`src/rtl/tfg_pkg.sv`:
```
package tfg_pkg;

    typedef struct packed {
        logic timeout;
        logic overtemp;
    } tfg_flt_t;

    function automatic int unsigned sat_inc(input int unsigned v, input int unsigned lim);
        return (v >= lim) ? lim : v + 1;
    endfunction

endpackage

```
`src/rtl/tfg_dom_timer.sv`:
```
module tfg_dom_timer #(
    parameter int unsigned TO_CYCLES  = 2000,
    parameter int unsigned REC_CYCLES = 8
) (
    input  logic clk,
    input  logic rst,
    input  logic txd_i,
    output logic flt_o
);
    localparam int unsigned LW = $clog2(TO_CYCLES + 1);
    localparam int unsigned HW = $clog2(REC_CYCLES + 1);

    logic [LW-1:0] lo_cnt, lo_nxt;
    logic [HW-1:0] hi_cnt, hi_nxt;
    logic          flt_q, flt_nxt;
    logic          run_done;

    always_comb begin
        hi_nxt   = txd_i ? HW'(tfg_pkg::sat_inc(32'(hi_cnt), REC_CYCLES)) : '0;
        run_done = txd_i && (hi_nxt == HW'(REC_CYCLES));
        if (run_done)
            lo_nxt = '0;
        else if (!txd_i)
            lo_nxt = LW'(tfg_pkg::sat_inc(32'(lo_cnt), TO_CYCLES));
        else
            lo_nxt = lo_cnt;
        if (run_done)
            flt_nxt = 1'b0;
        else if (!txd_i && lo_cnt >= LW'(TO_CYCLES - 1))
            flt_nxt = 1'b1;
        else
            flt_nxt = flt_q;
    end

    always_ff @(posedge clk) begin
        if (rst) begin
            lo_cnt <= '0;
            hi_cnt <= '0;
            flt_q  <= 1'b0;
        end else begin
            lo_cnt <= lo_nxt;
            hi_cnt <= hi_nxt;
            flt_q  <= flt_nxt;
        end
    end

    assign flt_o = flt_q;

    a_r2_set_after_low: assert property (@(posedge clk) disable iff (rst)
        $rose(flt_q) |-> $past(!txd_i));
    a_r3_hold_while_low: assert property (@(posedge clk) disable iff (rst)
        (flt_q && !txd_i) |=> flt_q);
    a_r3_clear_after_high: assert property (@(posedge clk) disable iff (rst)
        $fell(flt_q) |-> $past(txd_i));
    a_r4_count_bounded: assert property (@(posedge clk) disable iff (rst)
        lo_cnt <= LW'(TO_CYCLES));

endmodule

```
`src/rtl/tfg_ot_latch.sv`:
```
module tfg_ot_latch (
    input  logic clk,
    input  logic rst,
    input  logic txd_i,
    input  logic ovt_i,
    output logic flt_o
);
    logic ot_q;

    always_ff @(posedge clk) begin
        if (rst)
            ot_q <= 1'b0;
        else if (ovt_i)
            ot_q <= 1'b1;
        else if (txd_i)
            ot_q <= 1'b0;
    end

    assign flt_o = ot_q;

    a_r5_latch_when_hot: assert property (@(posedge clk) disable iff (rst)
        ovt_i |=> ot_q);
    a_r6_release_high_cool: assert property (@(posedge clk) disable iff (rst)
        $fell(ot_q) |-> $past(txd_i && !ovt_i));
    a_r6_hold_while_low: assert property (@(posedge clk) disable iff (rst)
        (ot_q && !txd_i) |=> ot_q);

endmodule

```
`src/rtl/tfg_gate.sv`:
```
module tfg_gate #(
    parameter int unsigned TO_CYCLES  = 2000,
    parameter int unsigned REC_CYCLES = 8
) (
    input  logic clk,
    input  logic rst,
    input  logic txd_i,
    input  logic tx_en_i,
    input  logic clamp_i,
    input  logic ovt_i,
    output logic drv_dom_o,
    output logic flt_timeout_o,
    output logic flt_overtemp_o
);
    tfg_pkg::tfg_flt_t flt;
    logic              permit;

    tfg_dom_timer #(.TO_CYCLES(TO_CYCLES), .REC_CYCLES(REC_CYCLES)) u_timer (
        .clk   (clk),
        .rst   (rst),
        .txd_i (txd_i),
        .flt_o (flt.timeout)
    );

    tfg_ot_latch u_ot (
        .clk   (clk),
        .rst   (rst),
        .txd_i (txd_i),
        .ovt_i (ovt_i),
        .flt_o (flt.overtemp)
    );

    always_comb begin
        permit    = tx_en_i && !clamp_i && !ovt_i && (flt == '0);
        drv_dom_o = permit && !txd_i;
    end

    assign flt_timeout_o  = flt.timeout;
    assign flt_overtemp_o = flt.overtemp;

    a_r1_no_dom_under_fault: assert property (@(posedge clk) disable iff (rst)
        drv_dom_o |-> !(flt.timeout || flt.overtemp));
    a_r8_quiet_after_reset: assert property (@(posedge clk)
        $past(rst) |-> (flt == '0));

endmodule

```
`config.mk`:
```
export PLATFORM = sky130hd
export DESIGN_NAME = tfg_gate
export DESIGN_NICKNAME = d
export VERILOG_FILES = /design/src/rtl/tfg_pkg.sv /design/src/rtl/tfg_dom_timer.sv /design/src/rtl/tfg_ot_latch.sv /design/src/rtl/tfg_gate.sv
export SDC_FILE = /design/constraint.sdc
export NUM_CORES = 1
export LEC_CHECK = 0
export BUFFER_PORTS_ARGS = -buffer_cell sky130_fd_sc_hd__buf_2
export CORE_AREA = 2 2 44 46
export CTS_BUF_LIST = sky130_fd_sc_hd__clkbuf_8
export DETAILED_ROUTE_END_ITERATION = 16
export DIE_AREA = 0 0 46 48
export HOLD_SLACK_MARGIN = 0.02
export PLACE_DENSITY = 0.74
export SLEW_MARGIN = 5
export SYNTH_ARGS = -nofsm -noshare
export SYNTH_HDL_FRONTEND = slang
export SYNTH_SLANG_ARGS = --single-unit
```
`constraint.sdc`:
```
create_clock -name clk -period 1.8 [get_ports clk]
set_clock_uncertainty 0.15 [all_clocks]
set_input_delay 0.09 -clock clk [delete_from_list [all_inputs] [get_ports clk]]
set_output_delay 0.09 -clock clk [all_outputs]
set_load 0.005 [all_outputs]
```
# == After elaboration in Yosys (flattened, before gate mapping) ==
# Index checks and enable logic that the tools add are counted.
# op_classes
n_lt_le_gt_ge,3
reduce_logical,12
eq_ne,1
muxes,5
add_sub_neg,2
# op_table
operator,n
$ge A11 B11 Y1 const B,2
$add A11 B1 Y11 const B,1
$mux W11,1
$mux W4,2
$logic_and A1 B1 Y1,6
$add A4 B1 Y4 const B,1
$eq A4 B4 Y1 const B,1
$ge A4 B4 Y1 const B,1
$logic_not A1 Y1,3
$logic_not A2 Y1,1
$mux W1,2
$reduce_bool A2 Y1,1
$reduce_or A2 Y1,1
# word_totals
ff_bits,17
elab_cells,27
output_inout_bits,3
inputBits,6

# == Logic depth before layout (Yosys ltp) ==
# Gate-level depths: netlist of the first run.
# logic_depth
ltp_word,6
ltp_mapped,6
depth_no_buf,5

# == Modules after synthesis ==
# A second synthesis of the first run with hierarchy kept.
# unflattened
cells_unflattened,89
hier_area_um2,827.0
# by_module_without_submodules
mod,area_per_inst_um2,n_inst,cells_per_inst,seq_area_each_um2
tfg_dom_timer,768.2,1,83,320.3
tfg_ot_latch,38.8,1,4,20.0
tfg_gate,20.0,1,2,0.0

# == Least setup slack after synthesis of the first run ==
# Ideal clock, no wire load.
# synth_path
kind,reg2reg
startpoint,register u_timer.hi_cnt[0]
endpoint,register u_timer.lo_cnt[0]
n_path_buf,1
path_slack_ps,131
stages_incl_launch_ff,7
required_ps,1514
setup_ps,136
synth_period_minus_slack_ps,1669
arrival_time_ps,1384
path_cell_list,dfxtp_1 > inv_1 > ha_1 > nand3b_1 > o21ai_1 > buf_2 > nor3_1
# synth_via
elab_chain_len,6
elab_cells_between_ends,7
classes_between,1 x add/sub; 1 x order compare; 1 x eq/ne; 2 x mux; 2 x reduce/logical
# synth_lines
element,line,source
from (decl),tfg_dom_timer.sv:14,"logic [HW-1:0] hi_cnt, hi_nxt;"
from (signal assigned),tfg_dom_timer.sv:42,hi_cnt <= hi_nxt;
$add A4 B1 Y4 or $ge A4 B4 Y1 (tied branches),tfg_pkg.sv:9,return (v >= lim) ? lim : v + 1;
$mux W4 *,tfg_pkg.sv:9,
$mux W4 *,tfg_dom_timer.sv:19,"hi_nxt = txd_i ? HW'(tfg_pkg::sat_inc(32'(hi_cnt), REC_CYCLES)) : '0;"
$eq A4 B4 Y1 *,tfg_dom_timer.sv:20,run_done = txd_i && (hi_nxt == HW'(REC_CYCLES));
$logic_and A1 B1 Y1 *,tfg_dom_timer.sv:20,
$reduce_or A2 Y1 (no line) *,-,
to (signal assigned),tfg_dom_timer.sv:41,lo_cnt <= lo_nxt;
to (decl),tfg_dom_timer.sv:13,"logic [LW-1:0] lo_cnt, lo_nxt;"
# Mark *: on every way between the ends. The rest lies on a longest branch, timed or not.
# A chain may end at the register's enable or synchronous reset.

# == Worst setup path in the final report of the first run ==
# layout_path
startpoint,"register u_ot.ot_q, in the netlist u_ot.flt_o"
endpoint,output port drv_dom_o
# layout_via
elab_chain_len,3
# layout_lines
element,line,source
from (decl),tfg_ot_latch.sv:8,logic ot_q;
from (signal assigned),tfg_ot_latch.sv:12,ot_q <= 1'b0;
from (signal assigned),tfg_ot_latch.sv:14,ot_q <= 1'b1;
from (signal assigned),tfg_ot_latch.sv:16,ot_q <= 1'b0;
$logic_not A2 Y1,tfg_gate.sv:34,permit = tx_en_i && !clamp_i && !ovt_i && (flt == '0);
$logic_and A1 B1 Y1,tfg_gate.sv:34,
$logic_and A1 B1 Y1,tfg_gate.sv:35,drv_dom_o = permit && !txd_i;
to (decl),tfg_gate.sv:11,"output logic drv_dom_o,"
# No other way between the ends.

==> metrics.yaml, run 1 <==
crit_fanout: 3
clock_power_share: 0.385
path_class: "flop to output pin"
power_density_nw_per_um2: 720
p_total_mw: 0.727
switching_power_mw: 0.165
antenna_found_initial: 0
cts_buffers: 3
ir_drop_mv: 0.333
synth_cell_types: 37
finalSetupViolations: 0
switching_share: 0.227
maxCapViolCount: 0
avgSynthCellArea_sq_um: 9.55
portBuffers: 8
dr.pass1.iters: 4
pwr-share-comb: 0.070
hold_viol_final: 0
synth_fa_ha_area_frac: 0.0563
tns_ns: 0
muxShareOfSynthArea: 0.0113
top_layer_used: "met4"
synth-edff-count: 0
drive_gt1_frac: 0.198
cts-root-buf: "clkbuf_8"
p_leak_nw: 0.424
yosys.area_share.simple: 0.258
fmax_ghz: 0.578
arrival_ns: 1.49
insertion_delay_ns: 0.25
synth_top_family_by_area: "simple AND/OR/NAND/NOR gates"
grt_first_pass_wirelength_microns: 2770
dp_cells: 117
met3_length_microns: 43
ios: 9
post_cts_resized: 0
wl_met1_microns: 711
grt_max_degree: 13
start_util: 0.526
syn2layout_area_growth_pct: 13.7
max_slew_margin: 0.608
die_w_microns: 46
core_area_sq_um: 1690
hp-class: "input port to flop"
synth_flop_cell: "dfxtp_1"
ys_async_sr_fraction: 0
dp_hpwl_microns: 1180
end_kind: "output pin"
ant_nets: 0
wl_microns: 1620
met2_length_microns: 855
die_h_microns: 48
worstPathRequired_ns: 1.56
yosysWarningCount: 0
clock_sinks: 17
wire_per_inst_microns: 13.2
synth_compound_area_frac: 0.194
p_int_mw: 0.561
synth_nets: 103
antennaDiodeCount: 0
num_rows: 15
synth_xor_xnor_area_share: 0.0493
status: "completed"
layout_worst_path_cycle_share: 0.961
layout.cells.non_filler: 123
grt_pass1_vias: 652
clockBufferDepth: 2
rsz0062_at_grt: "no"
drc: 0
grt_overflow: 0
dieArea_sq_um: 2210
yosysSeqAreaShare: 0.383
fin_nets: 117
place_congestion: 0.830
synth_cells: 93
grt_util_all_layers: 0.176
ys_ff_latch: 17
via_per_inst: 5.85
num_vias: 720
seq_power_share: 0.546
n_fill_cell: 138
cp-start-kind: "flop"
worst_pin_slew_ns: 0.583
slew_violations: 0
htree_levels: 1
min_period_ns: 1.73
synth_area_sq_um: 888
cts_tree: "built"
clk_pin_slew_ns: 0.07
drt_iter0_markers: 10
logic make-up after synthesis:
logic type      after synthesis
simple gates                 35
compound gates               21
flops                        17
buf+inv                      10
xor+xnor                      5
fa+ha+maj                     4
mux                           1
through the flow:
stage           util  setup slack, ns  hold slack (ns)  instance area [sq um]
3_5_place_dp   0.559            0.119            0.145                    945
6_report       0.598           0.0707           0.0661                   1010
4_1_cts        0.598           0.0568           0.0680                   1010
5_1_grt        0.598          0.00589           0.0948                   1010
2_1_floorplan      -            0.131           0.0124                    888
3_3_place_gp   0.559            0.137            0.142                    945
registers in the layout, indices dropped and copies added (netlist names):
| signal | count |
|---|---|
| u_ot.flt_o | 1 |
| u_timer.flt_o | 1 |
| u_timer.hi_cnt | 4 |
| u_timer.lo_cnt | 11 |
final cells by class:
cell class	count	area (sq um)	share of cell area
repair buffers	11	67.6	0.0669
inverters	8	30.0	0.0297
flip-flops and latches	17	340	0.337
clock inverters	1	3.75	0.00372
well taps	17	21.3	0.0211
multi-input cells	66	505	0.501
clock buffers	3	41.3	0.0409
path summary, 6_finish.rpt:
| path | end | slack, ns | from | cells past startpoint |
|---|---|---|---|---|
| max | drv_dom_o | 0.07 | u_ot.flt_o | 3 |
| min | u_timer.hi_cnt[3] | 0.07 | txd_i | 3 |
| max reg2reg | u_timer.flt_o | 0.12 | u_timer.hi_cnt[0] | 6 |
| min reg2reg | u_timer.lo_cnt[10] | 0.30 | u_timer.lo_cnt[10] | 2 |
Yosys cell counts (2+ instances only):
cell	instances	area, sq um
ha_1	4	50.1
dfxtp_1	17	340
inv_1	8	30.0
xor2_1	3	26.3
nand2_1	5	18.8
or4_1	2	15.0
o21ai_0	2	10.0
nand3_1	4	20.0
nor3_1	7	35.0
xnor2_1	2	17.5
o31ai_1	2	15.0
a21oi_1	4	20.0
nor2_1	4	15.0
or3_1	4	25.0
a31oi_1	3	18.8
power by group through the flow:
stage,registers [mW],clock network [mW],logic [mW]
global route,0.397,0.299,0.0578
global placement,0.404,0,0.0464
floorplan,0.402,0,0.0340
CTS,0.396,0.285,0.0512
finish,0.396,0.280,0.0506
detailed placement,0.405,0,0.0473
metal layers:
| layer | track usage | up-vias |
|---|---|---|
| met4 | 0.0914 | 0 |
| li1 | - | 366 |
| met2 | 0.297 | 10 |
| met3 | 0.0264 | 2 |
| met5 | 0 | - |
| met1 | 0.215 | 342 |
critical path, cell delays in order (launching register included):
cell     delay [ns]
dfxtp_1        0.32
or4b_2         0.65
nor3_1         0.13
buf_2          0.13
what timing repair did:
| item | 4_1_cts | 5_1_grt |
|---|---|---|
| hold endpoints to repair | 2 | 0 |
| hold buffers | 2 | 0 |
| setup buffers | 0 | 0 |
cell usage in the layout (no fill, tap or decap), types with 2 or more instances in the layout:
cell / n
a21oi_1: 4
a31oi_1: 3
buf_2: 8
clkbuf_8: 3
dfxtp_1: 17
dlygate4sd3_1: 2
ha_1: 4
inv_1: 9
nand2_1: 5
nand3_1: 4
nor2_1: 4
nor3_1: 7
o21ai_0: 2
o31ai_1: 2
or3_1: 4
or4_1: 2
xnor2_1: 2
xor2_1: 3
(Power assumes the default switching activity.)
==> inputs of run 2 (changes only) <==
--- a/config.mk
+++ b/config.mk
@@ -6,12 +6,12 @@
 export NUM_CORES = 1
 export LEC_CHECK = 0
 export BUFFER_PORTS_ARGS = -buffer_cell sky130_fd_sc_hd__buf_2
-export CORE_AREA = 2 2 44 46
+export CORE_AREA = 2 2 41 43
 export CTS_BUF_LIST = sky130_fd_sc_hd__clkbuf_8
 export DETAILED_ROUTE_END_ITERATION = 16
-export DIE_AREA = 0 0 46 48
+export DIE_AREA = 0 0 43 45
 export HOLD_SLACK_MARGIN = 0.02
-export PLACE_DENSITY = 0.74
+export PLACE_DENSITY = 0.81
 export SLEW_MARGIN = 5
 export SYNTH_ARGS = -nofsm -noshare
 export SYNTH_HDL_FRONTEND = slang
==> constraint.sdc (replaced) <==
create_clock -name clk -period 2 [get_ports clk]
set_clock_uncertainty 0.15 [all_clocks]
set_input_delay 0.1 -clock clk [delete_from_list [all_inputs] [get_ports clk]]
set_output_delay 0.1 -clock clk [all_outputs]
set_load 0.005 [all_outputs]
==> run 2 against run 1 <==
Final cell count is 0.81% higher; non-clock buffer count rose by 2; setup slack improved by 0.15 ns; die area decreased by 12%; critical endpoint unchanged; via count increased by 0.56%.
==> metrics.yaml, run 2 (synthesis gave the netlist of run 1 again) <==
ff2ff_path_depth: 6  # unchanged
min_period_ns: 1.78
p_int_mw: 0.510  # was 0.561 mW
rr_endpoint: "u_timer.flt_o"  # unchanged
grt_overflow: 0  # unchanged
dr.pass1.iters: 4  # unchanged
num_rows: 14  # was 15
power_density_nw_per_um2: 641  # was 720 nW/um^2
die_w_microns: 43  # was 46 microns
post_cts.repair.setup_buffers: 0  # unchanged
worstPathRequired_ns: 1.75  # was 1.56 ns
finalSetupViolations: 0  # unchanged
startpoint: "u_ot.flt_o"  # unchanged
critPathBufInv: 1  # unchanged
place_congestion: 0.739  # was 0.830
path_class: "flop to output pin"  # unchanged
clock_sinks: 17  # unchanged
min_from: "txd_i"  # unchanged
r2r-start: "u_timer.hi_cnt[0]"  # unchanged
wl_microns: 1740  # was 1620 microns
tns_ns: 0  # unchanged
crit_fanout: 3  # unchanged
syn2layout_area_growth_pct: 15.2  # was 13.7%
hp-class: "input port to flop"  # unchanged
grt_max_degree: 13  # unchanged
dieArea_sq_um: 1940  # was 2210 sq um
cp-start-kind: "flop"  # unchanged
clockBufferDepth: 2  # unchanged
cts_buffers: 3  # unchanged
drc: 0  # unchanged
cts_tree: "built"  # unchanged
antenna_found_initial: 0  # unchanged
p_total_mw: 0.656  # was 0.727 mW
whs_endpoint: "u_timer.hi_cnt[3]"  # unchanged
critical-path-top-delay-family: "simple AND/OR/NAND/NOR gates"  # unchanged
insertion_delay_ns: 0.25  # about the same
wire_per_inst_microns: 14.0  # was 13.2 microns
largest_reg_flops: 11  # unchanged
seq_power_share: 0.538  # was 0.546
grt_pass1_vias: 709  # was 652
cpMaxStageDelayCell: "or4b_2"  # unchanged
rsz0062_at_grt: "no"  # unchanged
num_vias: 724  # was 720
clk_pin_slew_ns: 0.06  # was 0.07 ns
ir_drop_mv: 0.529  # was 0.333 mV
switching_power_mw: 0.146  # was 0.165 mW
post_cts_resized: 0  # unchanged
worst_pin_slew_ns: 0.557  # was 0.583 ns
maxCapViolCount: 0  # unchanged
layout_commonest_cell: "dfxtp_1"  # unchanged
core_area_sq_um: 1470  # was 1690 sq um
die_h_microns: 45  # was 48 microns
grt_first_pass_wirelength_microns: 3030  # was 2770 microns
drt_iter0_markers: 10  # unchanged
ios: 9  # unchanged
ant_nets: 0  # unchanged
hold_depth: 3  # unchanged
switching_share: 0.222  # was 0.227
largest_register: "u_timer.lo_cnt"  # unchanged
fin_nets: 119  # was 117
drive_gt1_frac: 0.213  # was 0.198
cts-root-buf: "clkbuf_8"  # unchanged
worstPathCellList: "or4b_2 -> nor3_1 -> buf_2"  # unchanged
end_kind: "output pin"  # unchanged
arrival_ns: 1.53  # was 1.49 ns
pwr-share-comb: 0.087  # was 0.070
layout_worst_path_cycle_share: 0.888
slew_violations: 0  # unchanged
status: "completed"  # unchanged
via_per_inst: 5.84  # was 5.85
antennaDiodeCount: 0  # unchanged
reg_top3: "u_timer.lo_cnt: 11 flops, u_timer.hi_cnt: 4 flops"  # unchanged
clock_power_share: 0.376  # was 0.385
fmax_ghz: 0.563
portBuffers: 8  # unchanged
max_slew_margin: 0.626  # was 0.608
final_cell_mix: "dfxtp_1, inv_1, buf_2"  # unchanged
slowest_delay_ns: 0.66  # was 0.65 ns
hold_viol_final: 0  # unchanged
start_util: 0.604  # was 0.526
reg2reg_slack_ns: 0.28  # was 0.12 ns
grt_util_all_layers: 0.218  # was 0.176
htree_levels: 1  # unchanged
dp_hpwl_microns: 1230  # was 1180 microns
p_leak_nw: 0.435  # was 0.424 nW
[run 2: changes by cell type in the layout (fill, tap and decap cells not counted), sizes merged]
| cell | before | now |
|---|---|---|
| buf | 9 | 11 |
[run 2: routing by layer]
layer | vias to the layer above | track usage | part of all wire
met5 | - | 0 | 0
met4 | 0 | 0.109 | 0.025
met3 | 5 | 0.0600 | 0.032
met2 | 12 | 0.406 | 0.52
met1 | 335 | 0.226 | 0.43
li1 | 372 | - | -
[run 2: worst register-to-register path, cell delays in order (launching register included)]
cell,delay (ns)
dfxtp_1,0.39
inv_1,0.07
ha_1,0.29
nand3b_1,0.13
o21ai_1,0.06
buf_4,0.19
o41ai_2,0.34
[run 2: worst max path at each step]
stage | slack, ns | cells past startpoint | to
global route | 0.16 | 3 | drv_dom_o
detailed placement | 0.29 | 6 | u_timer.flt_o
finish | 0.22 | 3 | drv_dom_o
floorplan | 0.33 | 6 | u_timer.lo_cnt[0]
CTS | 0.23 | 3 | drv_dom_o
global placement | 0.39 | 6 | u_timer.flt_o
[run 2: timing repair]
item	in CTS	in global routing
setup endpoints to repair	0	0
endpoints found under the hold margin	2	0
hold buffers	2	0
[run 2: final cells by class]
cell class	count	area, sq um
multi-input combinational	66	505
fill	111	448
sequential	17	340
timing repair buffer	13	82.6
clock buffer	3	41.3
inverter	8	30.0
tap	16	20.0
clock inverter	1	3.75
[run 2: per-stage QoR]
| step | std cells | util | cell area (sq um) | setup slack, ns | hold slack (ns) |
|---|---|---|---|---|---|
| final | 124 | 0.696 | 1020 | 0.225 | 0.0731 |
| after global routing | 124 | 0.696 | 1020 | 0.160 | 0.111 |
| after CTS | 124 | 0.696 | 1020 | 0.225 | 0.0665 |
| after detailed placement | 118 | 0.651 | 958 | 0.288 | 0.157 |
| after global placement | 118 | 0.651 | 958 | 0.385 | 0.151 |
| after floorplan | 93 | - | 888 | 0.331 | 0.0224 |
[run 2: power groups by stage]
stage                     Sequential (mW)  Combinational [mW]  Clock [mW]
after global placement              0.359              0.0509           0
after floorplan                     0.362              0.0306           0
after detailed placement            0.360              0.0532           0
after global routing                0.354              0.0654       0.266
final                               0.353              0.0568       0.246
after CTS                           0.353              0.0566       0.257
==> inputs of run 3 (changes only) <==
--- a/config.mk
+++ b/config.mk
@@ -10,7 +10,7 @@
 export CTS_BUF_LIST = sky130_fd_sc_hd__clkbuf_8
 export DETAILED_ROUTE_END_ITERATION = 16
 export DIE_AREA = 0 0 43 45
-export HOLD_SLACK_MARGIN = 0.02
+export HOLD_SLACK_MARGIN = 0.1
 export PLACE_DENSITY = 0.81
 export SLEW_MARGIN = 5
 export SYNTH_ARGS = -nofsm -noshare
==> run 3 against run 2 <==
Sequential power barely moved; via count rose by 0.69%; final cell count rose by 0.81%; non-clock buffer count rose by 1; first-iteration DRC count did not move; power rose by 0.24%; setup slack barely moved; core utilization rose by 0.68 points; routed wire length rose by 0.75%; sequential cell count did not move; critical path depth did not move; count of clock-buffer cells in the layout did not move.
==> metrics.yaml, run 3 (synthesis gave the netlist of run 1 again) <==
drive_gt1_frac: 0.211  # was 0.213
crit_fanout: 3  # unchanged
hold_depth: 2  # was 3
cts_hold_buf: 3  # was 2
ff2ff_path_depth: 6  # unchanged
via_per_inst: 5.83  # was 5.84
wl_microns: 1750  # was 1740 microns
p_leak_nw: 0.439  # was 0.435 nW
path_class: "flop to output pin"  # unchanged
n_fill_cell: 110  # was 111
hold_slack_ns: 0.299  # was 0.0731 ns
worst_pin_slew_ns: 0.560  # was 0.557 ns
largest_register: "u_timer.lo_cnt"  # unchanged
tns_ns: 0  # unchanged
clock_sinks: 17  # unchanged
htree_levels: 1  # unchanged
layout_commonest_cell: "dfxtp_1"  # unchanged
max_slew_margin: 0.624  # was 0.626
fin_nets: 120  # was 119
rr_endpoint: "u_timer.flt_o"  # unchanged
num_vias: 729  # was 724
ir_drop_mv: 0.529  # about the same
layout_worst_path_cycle_share: 0.887  # was 0.888
grt_pass1_vias: 709  # unchanged
seqCellArea_sq_um: 340  # unchanged
p_int_mw: 0.512  # was 0.510 mW
cts_tree: "built"  # unchanged
place_congestion: 0.739  # unchanged
r2r-start: "u_timer.hi_cnt[0]"  # unchanged
reg_top3: "u_timer.lo_cnt: 11 flops, u_timer.hi_cnt: 4 flops"  # unchanged
post_cts.repair.setup_buffers: 0  # unchanged
clockBufferDepth: 2  # unchanged
end_kind: "output pin"  # unchanged
fin_area_sq_um: 1030  # was 1020 sq um
finalSetupViolations: 0  # unchanged
placed_area_sq_um: 958  # unchanged
switching_share: 0.222  # about the same
dr.pass1.iters: 4  # unchanged
final_cell_mix: "dfxtp_1, inv_1, buf_2"  # unchanged
cp-start-kind: "flop"  # unchanged
antenna_found_initial: 0  # unchanged
layout.cells.non_filler: 125  # was 124
worstPathRequired_ns: 1.75  # about the same
grt_overflow: 0  # unchanged
largest_reg_flops: 11  # unchanged
setup_ws_ns: 0.225  # about the same
maxCapViolCount: 0  # unchanged
insertion_delay_ns: 0.25  # about the same
cts-root-buf: "clkbuf_8"  # unchanged
portBuffers: 8  # unchanged
dieArea_sq_um: 1940  # unchanged
core_area_sq_um: 1470  # unchanged
wire_per_inst_microns: 14.0  # about the same
fmax_ghz: 0.563  # about the same
start_util: 0.604  # unchanged
p_total_mw: 0.658  # was 0.656 mW
dp_cells: 118  # unchanged
antennaDiodeCount: 0  # unchanged
drt_iter0_markers: 10  # unchanged
reg2reg_slack_ns: 0.28  # about the same
cts_buffers: 3  # unchanged
dp_hpwl_microns: 1230  # unchanged
grt_util_all_layers: 0.218  # unchanged
ant_nets: 0  # unchanged
dp_slack_ns: 0.288  # unchanged
arrival_ns: 1.52  # was 1.53 ns
rsz0062_at_grt: "no"  # unchanged
ios: 9  # unchanged
seq_power_share: 0.537  # was 0.538
clk_pin_slew_ns: 0.06  # about the same
grt_max_degree: 13  # unchanged
num_rows: 14  # unchanged
hold_viol_final: 0  # unchanged
syn2layout_area_growth_pct: 16.3  # was 15.2%
slew_violations: 0  # unchanged
switching_power_mw: 0.146  # about the same
die_h_microns: 45  # unchanged
hp-class: "flop to flop"  # was input port to flop
grt_first_pass_wirelength_microns: 3030  # unchanged
post_cts_resized: 0  # unchanged
clock_power_share: 0.374  # was 0.376
power_density_nw_per_um2: 637  # was 641 nW/um^2
min_from: "u_timer.lo_cnt[10]"  # was txd_i
min_period_ns: 1.77  # was 1.78 ns
drc: 0  # unchanged
finish.utilization: 0.702  # was 0.696
whs_endpoint: "u_timer.lo_cnt[10]"  # was u_timer.hi_cnt[3]
die_w_microns: 43  # unchanged
multi_input_area_sq_um: 505  # unchanged
pwr-share-comb: 0.089  # was 0.087
status: "completed"  # unchanged
==> run 3: cell types whose count changed in the layout (fill, tap and decap cells not counted), sizes merged <==
cell,delta
dlygate4sd3,+1
==> run 3: worst max path at each step <==
stage / from / end / slack (ns) / depth (start not counted)
3_5_place_dp: u_timer.hi_cnt[0] / u_timer.flt_o / 0.29 / 6
3_3_place_gp: u_timer.hi_cnt[0] / u_timer.flt_o / 0.39 / 6
2_1_floorplan: u_timer.hi_cnt[0] / u_timer.lo_cnt[0] / 0.33 / 6
5_1_grt: u_ot.flt_o / drv_dom_o / 0.16 / 3
6_report: u_ot.flt_o / drv_dom_o / 0.23 / 3
4_1_cts: u_ot.flt_o / drv_dom_o / 0.23 / 3
==> run 3: routing by layer <==
layer	wire [microns]	track usage	up-vias
met5	0	0	-
met3	65	0.0600	5
met1	736	0.226	333
met4	44	0.109	0
li1	-	-	375
met2	902	0.406	16
==> run 3: layout make-up <==
class / instances / share of cell area
repair buffers: 14 / 0.0896
inverters: 8 / 0.0291
clock buffers: 3 / 0.0400
flip-flops and latches: 17 / 0.329
clock inverters: 1 / 0.00363
well taps: 16 / 0.0194
multi-input cells: 66 / 0.489
==> run 3: critical path, stage by stage (launching register included) <==
cell	delay, ns
dfxtp_1	0.32
or4b_2	0.66
nor3_1	0.16
buf_2	0.15
==> run 3: power by group through the flow <==
stage,clock network [mW],registers [mW],logic [mW]
floorplan,0,0.362,0.0306
global placement,0,0.359,0.0509
detailed placement,0,0.360,0.0532
CTS,0.257,0.353,0.0581
global route,0.266,0.354,0.0669
finish,0.246,0.353,0.0585
